$ cat config.mk
export PLATFORM = sky130hd
export DESIGN_NAME = bist_seq_ctrl
export DESIGN_NICKNAME = d
export VERILOG_FILES = /design/src/rtl/bist_seq_pkg.sv /design/src/rtl/seq_timer.sv /design/src/rtl/scan_port.sv /design/src/rtl/seq_fsm.sv /design/src/rtl/bist_seq_ctrl.sv
export SDC_FILE = /design/constraint.sdc
export NUM_CORES = 1
export LEC_CHECK = 0
export ABC_AREA = 1
export BUFFER_PORTS_ARGS = -buffer_cell sky130_fd_sc_hd__buf_2
export CORE_MARGIN = 2
export CORE_UTILIZATION = 50
export DETAILED_ROUTE_END_ITERATION = 10
export HOLD_SLACK_MARGIN = 0.1
export PLACE_DENSITY_LB_ADDON = 0.08
export SLEW_MARGIN = 20
export SYNTH_ARGS = -nofsm -noshare
export SYNTH_HDL_FRONTEND = slang
export SYNTH_SLANG_ARGS = --single-unit
$ cat constraint.sdc
create_clock -name clk -period 1.51 [get_ports clk]
set_clock_uncertainty 0.05 [all_clocks]
set_input_delay 0.151 -clock clk [delete_from_list [all_inputs] [get_ports clk]]
set_output_delay 0.151 -clock clk [all_outputs]
set_load 0.05 [all_outputs]
$ cat src/rtl/bist_seq_pkg.sv
package bist_seq_pkg;

    typedef enum logic [2:0] {
        ST_IDLE,
        ST_LOAD1,
        ST_RUN1,
        ST_UNLOAD1,
        ST_RUN2,
        ST_UNLOAD2,
        ST_DONE
    } seq_state_t;

    typedef enum logic [1:0] {
        MODE_SHIFT  = 2'b00,
        MODE_CLEAR  = 2'b01,
        MODE_SIG    = 2'b10,
        MODE_NORMAL = 2'b11
    } reg_mode_t;

endpackage

$ cat src/rtl/seq_timer.sv
module seq_timer #(
    parameter int CW = 5
) (
    input  logic          clk,
    input  logic          rst_n,
    input  logic          restart,
    output logic [CW-1:0] count
);

    always_ff @(posedge clk or negedge rst_n) begin
        if (!rst_n) begin
            count <= '0;
        end else if (restart) begin
            count <= '0;
        end else begin
            count <= count + 1'b1;
        end
    end

endmodule

$ cat src/rtl/scan_port.sv
module scan_port #(
    parameter int          W    = 8,
    parameter int          CW   = 5,
    parameter logic [W-1:0] SEED = '0
) (
    input  logic          clk,
    input  logic          rst_n,
    input  logic          shift_en,
    input  logic [CW-1:0] count,
    input  logic          ser_ret,
    output logic          ser_drive,
    output logic [W-1:0]  word_next
);

    localparam int IW = (W > 1) ? $clog2(W) : 1;

    logic [W-1:0]  word_q;
    logic [IW-1:0] bit_idx;

    // seed leaves most significant bit first
    always_comb begin
        bit_idx   = IW'(W - 1) - IW'(count);
        ser_drive = SEED[bit_idx];
        word_next = {word_q[W-2:0], ser_ret};
    end

    always_ff @(posedge clk or negedge rst_n) begin
        if (!rst_n) begin
            word_q <= '0;
        end else if (shift_en) begin
            word_q <= word_next;
        end
    end

endmodule

$ cat src/rtl/seq_fsm.sv
module seq_fsm
    import bist_seq_pkg::*;
#(
    parameter int SIG_W      = 8,
    parameter int RUN_CYCLES = 20,
    parameter int CW         = 5
) (
    input  logic          clk,
    input  logic          rst_n,
    input  logic          start,
    input  logic [CW-1:0] count,
    output seq_state_t    state_q,
    output seq_state_t    state_d,
    output logic          seg_last,
    output logic [1:0]    a_mode,
    output logic [1:0]    b_mode,
    output logic          a_gen,
    output logic          b_gen
);

    localparam logic [CW-1:0] SHIFT_LAST = CW'(SIG_W - 1);
    localparam logic [CW-1:0] RUN_LAST   = CW'(RUN_CYCLES - 1);

    always_ff @(posedge clk or negedge rst_n) begin
        if (!rst_n) begin
            state_q <= ST_IDLE;
        end else begin
            state_q <= state_d;
        end
    end

    always_comb begin
        seg_last = 1'b0;
        state_d  = state_q;
        unique case (state_q)
            ST_IDLE: begin
                if (start) state_d = ST_LOAD1;
            end
            ST_LOAD1: begin
                seg_last = (count == SHIFT_LAST);
                if (seg_last) state_d = ST_RUN1;
            end
            ST_RUN1: begin
                seg_last = (count == RUN_LAST);
                if (seg_last) state_d = ST_UNLOAD1;
            end
            ST_UNLOAD1: begin
                seg_last = (count == SHIFT_LAST);
                if (seg_last) state_d = ST_RUN2;
            end
            ST_RUN2: begin
                seg_last = (count == RUN_LAST);
                if (seg_last) state_d = ST_UNLOAD2;
            end
            ST_UNLOAD2: begin
                seg_last = (count == SHIFT_LAST);
                if (seg_last) state_d = ST_DONE;
            end
            ST_DONE: begin
                if (start) state_d = ST_LOAD1;
            end
            default: state_d = ST_IDLE;
        endcase
    end

    always_comb begin
        a_mode = MODE_NORMAL;
        b_mode = MODE_NORMAL;
        a_gen  = 1'b0;
        b_gen  = 1'b0;
        unique case (state_q)
            ST_IDLE, ST_DONE: begin
                a_mode = MODE_NORMAL;
                b_mode = MODE_NORMAL;
            end
            ST_LOAD1: begin
                a_mode = MODE_SHIFT;
                b_mode = MODE_CLEAR;
            end
            ST_RUN1: begin
                a_mode = MODE_SIG;
                b_mode = MODE_SIG;
                a_gen  = 1'b1;
            end
            ST_UNLOAD1: begin
                a_mode = MODE_CLEAR;
                b_mode = MODE_SHIFT;
            end
            ST_RUN2: begin
                a_mode = MODE_SIG;
                b_mode = MODE_SIG;
                b_gen  = 1'b1;
            end
            ST_UNLOAD2: begin
                a_mode = MODE_SHIFT;
                b_mode = MODE_NORMAL;
            end
            default: begin
                a_mode = MODE_NORMAL;
                b_mode = MODE_NORMAL;
            end
        endcase
    end

endmodule

$ cat src/rtl/bist_seq_ctrl.sv
module bist_seq_ctrl
    import bist_seq_pkg::*;
#(
    parameter int               SIG_W      = 8,
    parameter int               RUN_CYCLES = 20,
    parameter logic [SIG_W-1:0] SEED_A     = 8'hA5,
    parameter logic [SIG_W-1:0] SEED_B     = 8'h3C,
    parameter logic [SIG_W-1:0] EXP_SIG_B  = '0,
    parameter logic [SIG_W-1:0] EXP_SIG_A  = '0
) (
    input  logic       clk,
    input  logic       rst_n,
    input  logic       start,
    output logic [1:0] a_mode,
    output logic [1:0] b_mode,
    output logic       a_gen,
    output logic       b_gen,
    output logic       a_scan_in,
    input  logic       a_scan_out,
    output logic       b_scan_in,
    input  logic       b_scan_out,
    output logic       done,
    output logic       pass,
    output logic [1:0] phase_fail
);

    localparam int SPAN = (RUN_CYCLES > SIG_W) ? RUN_CYCLES : SIG_W;
    localparam int CW   = $clog2(SPAN + 1);

    seq_state_t       state_q;
    seq_state_t       state_d;
    logic             seg_last;
    logic [CW-1:0]    count;
    logic [SIG_W-1:0] word_a;
    logic [SIG_W-1:0] word_b;
    logic [1:0]       fail_q;
    logic             shift_a;
    logic             shift_b;
    logic             accept;

    seq_fsm #(
        .SIG_W     (SIG_W),
        .RUN_CYCLES(RUN_CYCLES),
        .CW        (CW)
    ) u_fsm (
        .clk     (clk),
        .rst_n   (rst_n),
        .start   (start),
        .count   (count),
        .state_q (state_q),
        .state_d (state_d),
        .seg_last(seg_last),
        .a_mode  (a_mode),
        .b_mode  (b_mode),
        .a_gen   (a_gen),
        .b_gen   (b_gen)
    );

    seq_timer #(.CW(CW)) u_timer (
        .clk    (clk),
        .rst_n  (rst_n),
        .restart(state_d != state_q),
        .count  (count)
    );

    assign shift_a = (state_q == ST_LOAD1) || (state_q == ST_UNLOAD2);
    assign shift_b = (state_q == ST_UNLOAD1);
    assign accept  = start && ((state_q == ST_IDLE) || (state_q == ST_DONE));

    scan_port #(.W(SIG_W), .CW(CW), .SEED(SEED_A)) u_port_a (
        .clk      (clk),
        .rst_n    (rst_n),
        .shift_en (shift_a),
        .count    (count),
        .ser_ret  (a_scan_out),
        .ser_drive(a_scan_in),
        .word_next(word_a)
    );

    scan_port #(.W(SIG_W), .CW(CW), .SEED(SEED_B)) u_port_b (
        .clk      (clk),
        .rst_n    (rst_n),
        .shift_en (shift_b),
        .count    (count),
        .ser_ret  (b_scan_out),
        .ser_drive(b_scan_in),
        .word_next(word_b)
    );

    // verdict per phase, taken on the final shift of each unload
    always_ff @(posedge clk or negedge rst_n) begin
        if (!rst_n) begin
            fail_q <= 2'b00;
        end else if (accept) begin
            fail_q <= 2'b00;
        end else if (seg_last && state_q == ST_UNLOAD1) begin
            fail_q[0] <= (word_b != EXP_SIG_B);
        end else if (seg_last && state_q == ST_UNLOAD2) begin
            fail_q[1] <= (word_a != EXP_SIG_A);
        end
    end

    assign done       = (state_q == ST_DONE);
    assign phase_fail = fail_q;
    assign pass       = done && (fail_q == 2'b00);

endmodule

Word level (Yosys, flattened, before mapping)
Memory sizes are Yosys's and may differ from the RTL's.
Index checks and enable logic that the tools add are counted.
- add/sub/neg operators: 2
- magnitude comparators: 1
- equal/unequal tests: 10
- muxes and demuxes: 19
- reductions and logical operators: 17
- operators by type and width (kind ; count):
    3-bit two-way mux ; 6
    3-bit one-hot mux with 6 select lines ; 1
    8-bit nonzero test ; 2
    2-bit one-hot mux with 3 select lines ; 2
    3-bit equality test, second input constant ; 3
    1-bit two-way mux ; 7
    3-bit by 2-bit equality test with 1-bit output, second input constant ; 2
    2-bit OR reduction ; 3
    5-bit by 1-bit adder with 5-bit output, second input constant ; 1
    5-bit by 3-bit equality test with 1-bit output, second input constant ; 1
    5-bit equality test, second input constant ; 1
    5-bit two-way mux ; 1
    1-bit logical AND ; 4
    3-bit by 4-bit < comparator with 1-bit output, second input constant ; 1
    2-bit nonzero test ; 2
    3-bit by 1-bit equality test with 1-bit output, second input constant ; 1
    3-bit zero test ; 1
    3-bit inequality test ; 1
    3-bit OR reduction ; 1
    3-bit subtractor, first input constant ; 1
    2-bit zero test ; 1
    1-bit logical OR ; 2
    2-bit two-way mux ; 1
    2-bit inequality test, second input constant ; 1
    other kinds (2) ; 2
- register bits after elaboration: 24
- ROM bits: 16
- input port bits: 5
- output and inout bits: 12
- logic and storage cells: 57
- memories: 2
- memory list (name ; depth ; bits a word ; read ports ; clocked after Yosys merged registers in ; wr ports ; RTL line ; RTL):
    (no name shown) ; 8 ; 1 ; 1 ; 0 ; 0 ; scan_port.sv:23 ; ser_drive = SEED[bit_idx];
    (no name shown) ; 8 ; 1 ; 1 ; 0 ; 0 ; scan_port.sv:23 ;

Depth between registers and ports, before layout
Gate-level depths: netlist of the first run.
- depth after elaboration: 7
- depth in mapped cells: 7
- depth with buffers taken out: 7

Cells and area by module
From an unflattened synthesis of the first run, not the netlist that was laid out.
- cell total of the unflattened synthesis: 186
- area, all modules: 1320.0 um^2
- by module, submodules not included (module ; times used ; cells each ; area an instance (um^2) ; sequential area each (um^2)):
    scan_port ; 2 ; 36 ; 295.3 ; 175.2
    seq_fsm ; 1 ; 44 ; 264.0 ; 75.1
    bist_seq_ctrl ; 1 ; 46 ; 255.2 ; 50.0
    seq_timer ; 1 ; 24 ; 210.2 ; 125.1

Worst setup path before layout of the first run
No wires, ideal clock.
- path type: register to output
- from: reg u_fsm.state_q[2]
- to: out pass
- arrival time: 2.489 ns
- required time: 1.309 ns
- path slack: -1.180 ns
- stages on the path, launching flop included: 4
- buffers on the path: 0
- cells stage by stage: dfrtp_1 -> inv_1 -> nor3_2 -> nor3b_1
- longest elaborated chain between the ends: 2
- ends and longest elaborated chain (what ; RTL line ; RTL):
    from (decl) ; seq_fsm.sv:12 ; output seq_state_t state_q,
    from (signal assigned) ; seq_fsm.sv:28 ; state_q <= state_d;
    3-bit equality test ; bist_seq_ctrl.sv:103 ; assign done = (state_q == ST_DONE);
    net done ; bist_seq_ctrl.sv:22 ; output logic done,
    1-bit logical AND ; bist_seq_ctrl.sv:105 ; assign pass = done && (fail_q == 2'b00);
    to (decl) ; bist_seq_ctrl.sv:23 ; output logic pass,
The timed path passes the listed nets, and every way through them passes these cells.

Final worst setup path of the first run
- from: reg u_fsm.state_q[1]
- to: out a_mode[0]
- longest elaborated chain between the ends: 3
- elaborated cells on any way between the ends: 8
- those cells by class: 5 x eq/ne; 1 x mux; 2 x reduce/logical
- ends and longest elaborated chain (what ; RTL line ; RTL):
    3-bit by 1-bit equality test with 1-bit output (tied with other cells) ; seq_fsm.sv:71 ; unique case (state_q)
    2-bit OR reduction (no line) ; - ;
    2-bit one-hot mux with 3 select lines * ; seq_fsm.sv:71 ;
    to (decl) ; bist_seq_ctrl.sv:14 ; output logic [1:0] a_mode,
Every way passes the cells marked *; elsewhere a longest branch is shown, timed or not.

==> impl_metrics.yaml, run 1 <==
sta:
  tightest_slew_ps: 534
  timing.final.hold_violations: 0
  min_period_ps: 1620
  setup_viol: 6
  finalWorstSetupSlack_ps: -106
  slew_headroom: 0.644
  max_freq_mhz: 619
  fin_crit_sh: 1.07
  rsz0062_at_grt: "yes"
  finalSetupTns_ps: -437
  slew_viol_final: 0
worst_setup_path:
  crit_chain: "buf_4 > buf_6 > nor2_4 > nor2_4 > buf_6"
  critical_path_class: "reg2out"
  critPathMaxFanout: 5
  start_kind: "register"
  arrival_ps: 1410
  crit_path_end_kind: "primary output"
  crit_slowest_cell: "dfrtp_2"
  cpPeakStageDelay_ps: 470
  cp.required_ps: 1310
final_layout:
  diodes: 0
  finalNetCount: 189
  area_delta_synth_final_pct: 32.7
  drive_gt1_frac: 0.304
  fin_area_um2: 1580
  final_core_util: 0.709
place:
  dp_hpwl_mm: 1.69
  dpl_cell_area_um2: 1370
  io_buffers: 16
  place.gp.congestion: 0.900
  dp_slack_ps: 98.4
clocking:
  clk_pin_slew_ps: 120
  clock_path_buffers: 2
  insertion_delay_ps: 310
  cts_tree: "built"
  cts.sinks: 24
  cts_buffers: 3
  clock-root-buffer: "clkbuf_4"
  h-tree-depth: 1
synthesis:
  ys_warn_count: 0
  synth_compound_area_frac: 0.0944
  synthFlopType: "dfrtp_1"
  postSynth.asyncResetShare: 1.00
  synth_seq_area_share: 0.504
  yosys.area_share.simple: 0.280
  synth.area.mux_share: 0
  syn_nets: 152
  synth-xor-area-share: 0.0294
  syn_area_per_cell_um2: 8.22
  synth_edf_count: 0
  yosysMostFrequentCell: "nand2_1"
  netlist_instances: 145
  synth_top_family_by_area: "simple AND/OR/NAND/NOR gates"
  synth_area_um2: 1190
  synthTopCellsByArea: "dfrtp_1 50%, nand2_1 14%, inv_1 5.7%"
  yosysUniqueCellTypes: 21
  ys_ff_latch: 24
  ys_top_cells_by_count: "43 x nand2_1, 24 x dfrtp_1, 18 x inv_1"
  synthAdderAreaFrac: 0.0210
  synth_top_cell_area_share: 0.504
  yosys.area.top_type: "dfrtp_1"
global_routing:
  track_usage: 0.203
  grt-ovfl-total: 0
  grt_max_degree: 25
  grt_pass1_wl_mm: 4.11
  grt_pass1_vias: 950
  antenna_found_initial: 0
drt:
  num_vias: 1056
  route.detailed.drc: 0
  first_pass_iters: 4
  drt_iter0_markers: 22
  wire_per_inst_um: 12.2
  drt.antenna.violating_nets: 0
  vias_per_cell: 5.05
  wirelength_mm: 2.55
outcome:
  violations: "setup timing"
  outcome: "finished with violations"
run:
  drv_cap: 0
power:
  cellLeakagePower_nw: 0.815
  ir_drop_mv: 1.37
  power_mw: 3.38
  power.density_nw_per_um2: 2140
floorplan:
  die_x_um: 52.8
  die_h_um: 52.8
  die_area_um2: 2790
  start_util: 0.534
  num_rows: 17
  num_io_pins: 17
  coreArea_um2: 2230
hold_path:
  hold_path.class: "in2reg"
[routing by layer]
metal,wire length [um],vias up,track usage
met1,1150,488,0.266
li1,-,538,-
met4,21,0,0.0684
met2,1270,26,0.331
met5,0,-,0
met3,113,4,0.0429
[report_power, final]
part	total, mW	switching [mW]	internal, mW	leakage (nW)
registers	1.15	0.231	0.915	0.305
logic	1.95	1.23	0.723	0.496
clock network	0.286	0.183	0.103	0.0150
[timing repair]
item | in CTS | in global routing
endpoints found under the setup margin | 8 | 16
hold buffers | 3 | 0
hold endpoints to repair | 26 | 0
buffers inserted | 6 | 3
gates resized for setup | 20 | 9
pin swaps | 3 | 3
[per-stage QoR]
stage                     std cells  hold slack [ps]
after floorplan                 145             -195
after global placement          193              105
after detailed placement        193              114
after CTS                       206              108
after global routing            209              153
final                           209              141
[final cells by class]
cell class	instances	area (um2)
Tap cell	28	35.0
Sequential cell	24	604
Clock buffer	4	26.3
Fill cell	183	651
Inverter	20	82.6
Timing Repair Buffer	34	273
Multi-Input combinational cell	99	562
[flip-flops by register name, summed over array words and instances (netlist names)]
register and flops:
u_fsm.state_q 3, u_port_b.word_q 7, phase_fail 2, u_port_a.word_q 7
u_timer.count 5
[final timing paths]
path / cells past startpoint / startpoint / end / slack (ps)
worst min-delay path: 4 / start / u_fsm.state_q[1]$_DFF_PN0_ / 140
min in group asynchronous: 2 / rst_n / u_timer.count[3]$_DFF_PN0_ / 280
worst max-delay path: 5 / u_fsm.state_q[1]$_DFF_PN0_ / a_mode[0] / -110
worst max register to register: 8 / u_fsm.state_q[1]$_DFF_PN0_ / phase_fail[1]$_DFFE_PN0P_ / -30
max in group asynchronous: 2 / rst_n / u_fsm.state_q[1]$_DFF_PN0_ / 740
worst min register to register: 2 / u_port_a.word_q[6]$_DFFE_PN0P_ / u_port_a.word_q[6]$_DFFE_PN0P_ / 450
[worst max-delay path: cells and delay by family, from the launching register on]
family / cells / cell delay (ps)
AND/OR/NAND/NOR: 2 / 230
flip-flops: 1 / 470
buffers and inverters: 3 / 410
[placed cells by master, fill, tap and decap left out, types with 3 or more instances in the layout]
cell and instances:
nand2_1 42, dfrtp_1 21, inv_1 16, buf_4 14, o21ai_0 13, a21oi_1 8, buf_2 8, buf_6 8
nor3_1 5, nor2_1 4, clkbuf_4 4, inv_4 3, nand3_2 3, nand4_1 3, nand3_1 3, nor2_4 3
dlygate4sd3_1 3, dfrtp_2 3
[kinds of logic (layout without fill, tap and decap cells)]
family | count (synthesis) | count (layout)
AOI/OAI and AO/OA | 22 | 22
xor gates and xnor gates | 4 | 4
adders and majority gates | 2 | 2
buffers and inverters | 22 | 58
DFF | 24 | 24
and+or+nand+nor | 71 | 71
No activity file was read; power rests on OpenSTA's default activity.
==> run 2, diff against run 1 <==
REMOVE_ABC_BUFFERS = 1   (was not set)
==> run 2 against run 1 <==
Effect of this change: the run still ends with setup timing left; maximum frequency decreased by 1.0%; sequential cell count unchanged; register-to-register slack better by 130 ps; total power down 4.3%; non-clock buffer count shrank 2; sequential share of layout area grew 1.8 points; clock power increased by 18%; cell area down 4.6%; final cell count down 0.96%; via count is 1.3% lower; routed wire length increased by 0.71%.
==> impl_metrics.yaml, run 2 (synthesized netlist as in run 1, its figures left out) <==
global_routing:
  antenna_found_initial: 0
  grt_max_degree: 25
  grt-ovfl-total: 0
  track_usage: 0.219
  grt_pass1_vias: 993
  grt_pass1_wl_mm: 4.33
final_layout:
  finalNetCount: 187
  finalNonFillerCells: 207
  mostFrequentLayoutCell: "nand2_1"
  layout_common_cells: "43 x nand2_1, 21 x dfrtp_1, 18 x buf_4, 16 x inv_1, 13 x o21ai_0"
  final_core_util: 0.676
  top_regs: "u_port_a.word_q x7, u_port_b.word_q x7, u_timer.count x5"
  fill_cells: 193
  area_delta_synth_final_pct: 26.7
  multi_input_area_um2: 528
  fin_area_um2: 1510
  drive_gt1_frac: 0.279
  diodes: 0
  ff_latch_area_um2: 604
worst_setup_path:
  start_kind: "register"
  critical_path_class: "reg2out"
  timing.rr.start: "u_timer.count[0]$_DFF_PN0_"
  r2r_slack_ps: 100
  cp.required_ps: 1310
  r2r-end: "phase_fail[0]$_DFFE_PN0P_"
  worstPathBufferInverterCount: 1
  cpPeakStageDelay_ps: 490
  crit_path_end_kind: "primary output"
  arrival_ps: 1430
  crit_chain: "nor3_4 > nor3b_2 > buf_6"
  cpLargestDelayFamily: "flip-flops"
  crit_slowest_cell: "dfrtp_2"
  r2r_cells: 5
  critPathMaxFanout: 6
clocking:
  clock_path_buffers: 2
  cts_buffers: 3
  cts.sinks: 24
  insertion_delay_ps: 310
  clk_pin_slew_ps: 130
  cts_tree: "built"
  clock-root-buffer: "clkbuf_4"
  h-tree-depth: 1
place:
  dp.cells: 190
  dp_hpwl_mm: 1.71
  io_buffers: 16
  dpl_cell_area_um2: 1320
  place.gp.congestion: 0.836
  dp_slack_ps: 54.3
floorplan:
  start_util: 0.534
  num_rows: 17
  die_h_um: 52.8
  die_x_um: 52.8
  die_area_um2: 2790
  coreArea_um2: 2230
  num_io_pins: 17
hold_path:
  hold_path.class: "in2async"
sta:
  finalWorstSetupSlack_ps: -123
  tightest_slew_ps: 534
  fin_crit_sh: 1.08
  slew_viol_final: 0
  setup_viol: 6
  max_freq_mhz: 613
  rsz0062_at_grt: "yes"
  slew_headroom: 0.644
  min_period_ps: 1630
  timing.final.hold_violations: 0
drt:
  vias_per_cell: 5.03
  first_pass_iters: 4
  route.detailed.drc: 0
  num_vias: 1042
  wirelength_mm: 2.57
  drt_iter0_markers: 37
  drt.antenna.violating_nets: 0
  wire_per_inst_um: 12.4
outcome:
  outcome: "finished with violations"
  violations: "setup timing"
power:
  cellLeakagePower_nw: 0.805
  power.density_nw_per_um2: 2140
  ir_drop_mv: 1.28
run:
  drv_cap: 0
-- run 2: cell types whose count changed in the layout (fill, tap and decap cells not counted), sizes merged --
| cell | delta |
|---|---|
| dlygate4sd3 | +1 |
| clkbuf | -1 |
| buf | -2 |
-- run 2: worst max path at each step --
stage	cells past startpoint	slack, ps	from	endpoint
after detailed placement	4	50	u_fsm.state_q[1]$_DFF_PN0_	pass
final	3	-120	u_fsm.state_q[0]$_DFF_PN0_	pass
after floorplan	3	-1180	u_fsm.state_q[2]$_DFF_PN0_	pass
after CTS	3	-110	u_fsm.state_q[0]$_DFF_PN0_	pass
after global placement	6	110	u_timer.count[0]$_DFF_PN0_	phase_fail[1]$_DFFE_PN0P_
after global routing	4	-210	u_fsm.state_q[1]$_DFF_PN0_	pass
-- run 2: metrics by stage --
step / hold slack (ps) / TNS [ps] / power (mW)
2_1_floorplan: -195 / -2030 / 2.30
3_3_place_gp: 111 / 0 / 2.62
3_5_place_dp: 113 / 0 / 2.68
4_1_cts: 288 / -387 / 3.20
5_1_grt: 340 / -953 / 3.48
6_report: 280 / -359 / 3.24
-- run 2: power by group --
group / internal [mW] / total (mW) / leakage [nW] / switching (mW)
Combinational: 0.601 / 1.76 / 0.479 / 1.16
Sequential: 0.916 / 1.13 / 0.305 / 0.218
Clock: 0.147 / 0.338 / 0.0210 / 0.191
-- run 2: layout make-up --
cell class	count	share of cell area
Timing Repair Buffer	32	0.153
Sequential cell	24	0.400
Inverter	20	0.0497
Multi-Input combinational cell	99	0.350
Clock buffer	4	0.0240
Tap cell	28	0.0232
-- run 2: routing by layer --
metal  vias up  global-route usage  part of all wire
met5         -                   0                 0
met4         0              0.0940             0.013
met3         4              0.0400             0.043
met2        32               0.373              0.49
met1       478               0.268              0.45
li1        528                   -                 -
-- run 2: timing repair --
action                                  4_1_cts  5_1_grt
setup buffers                                 7        2
endpoints found under the hold margin        27        0
gates resized for setup                      14        3
hold buffers                                  4        0
pin swaps                                     1        1
endpoints found under the setup margin        8       17
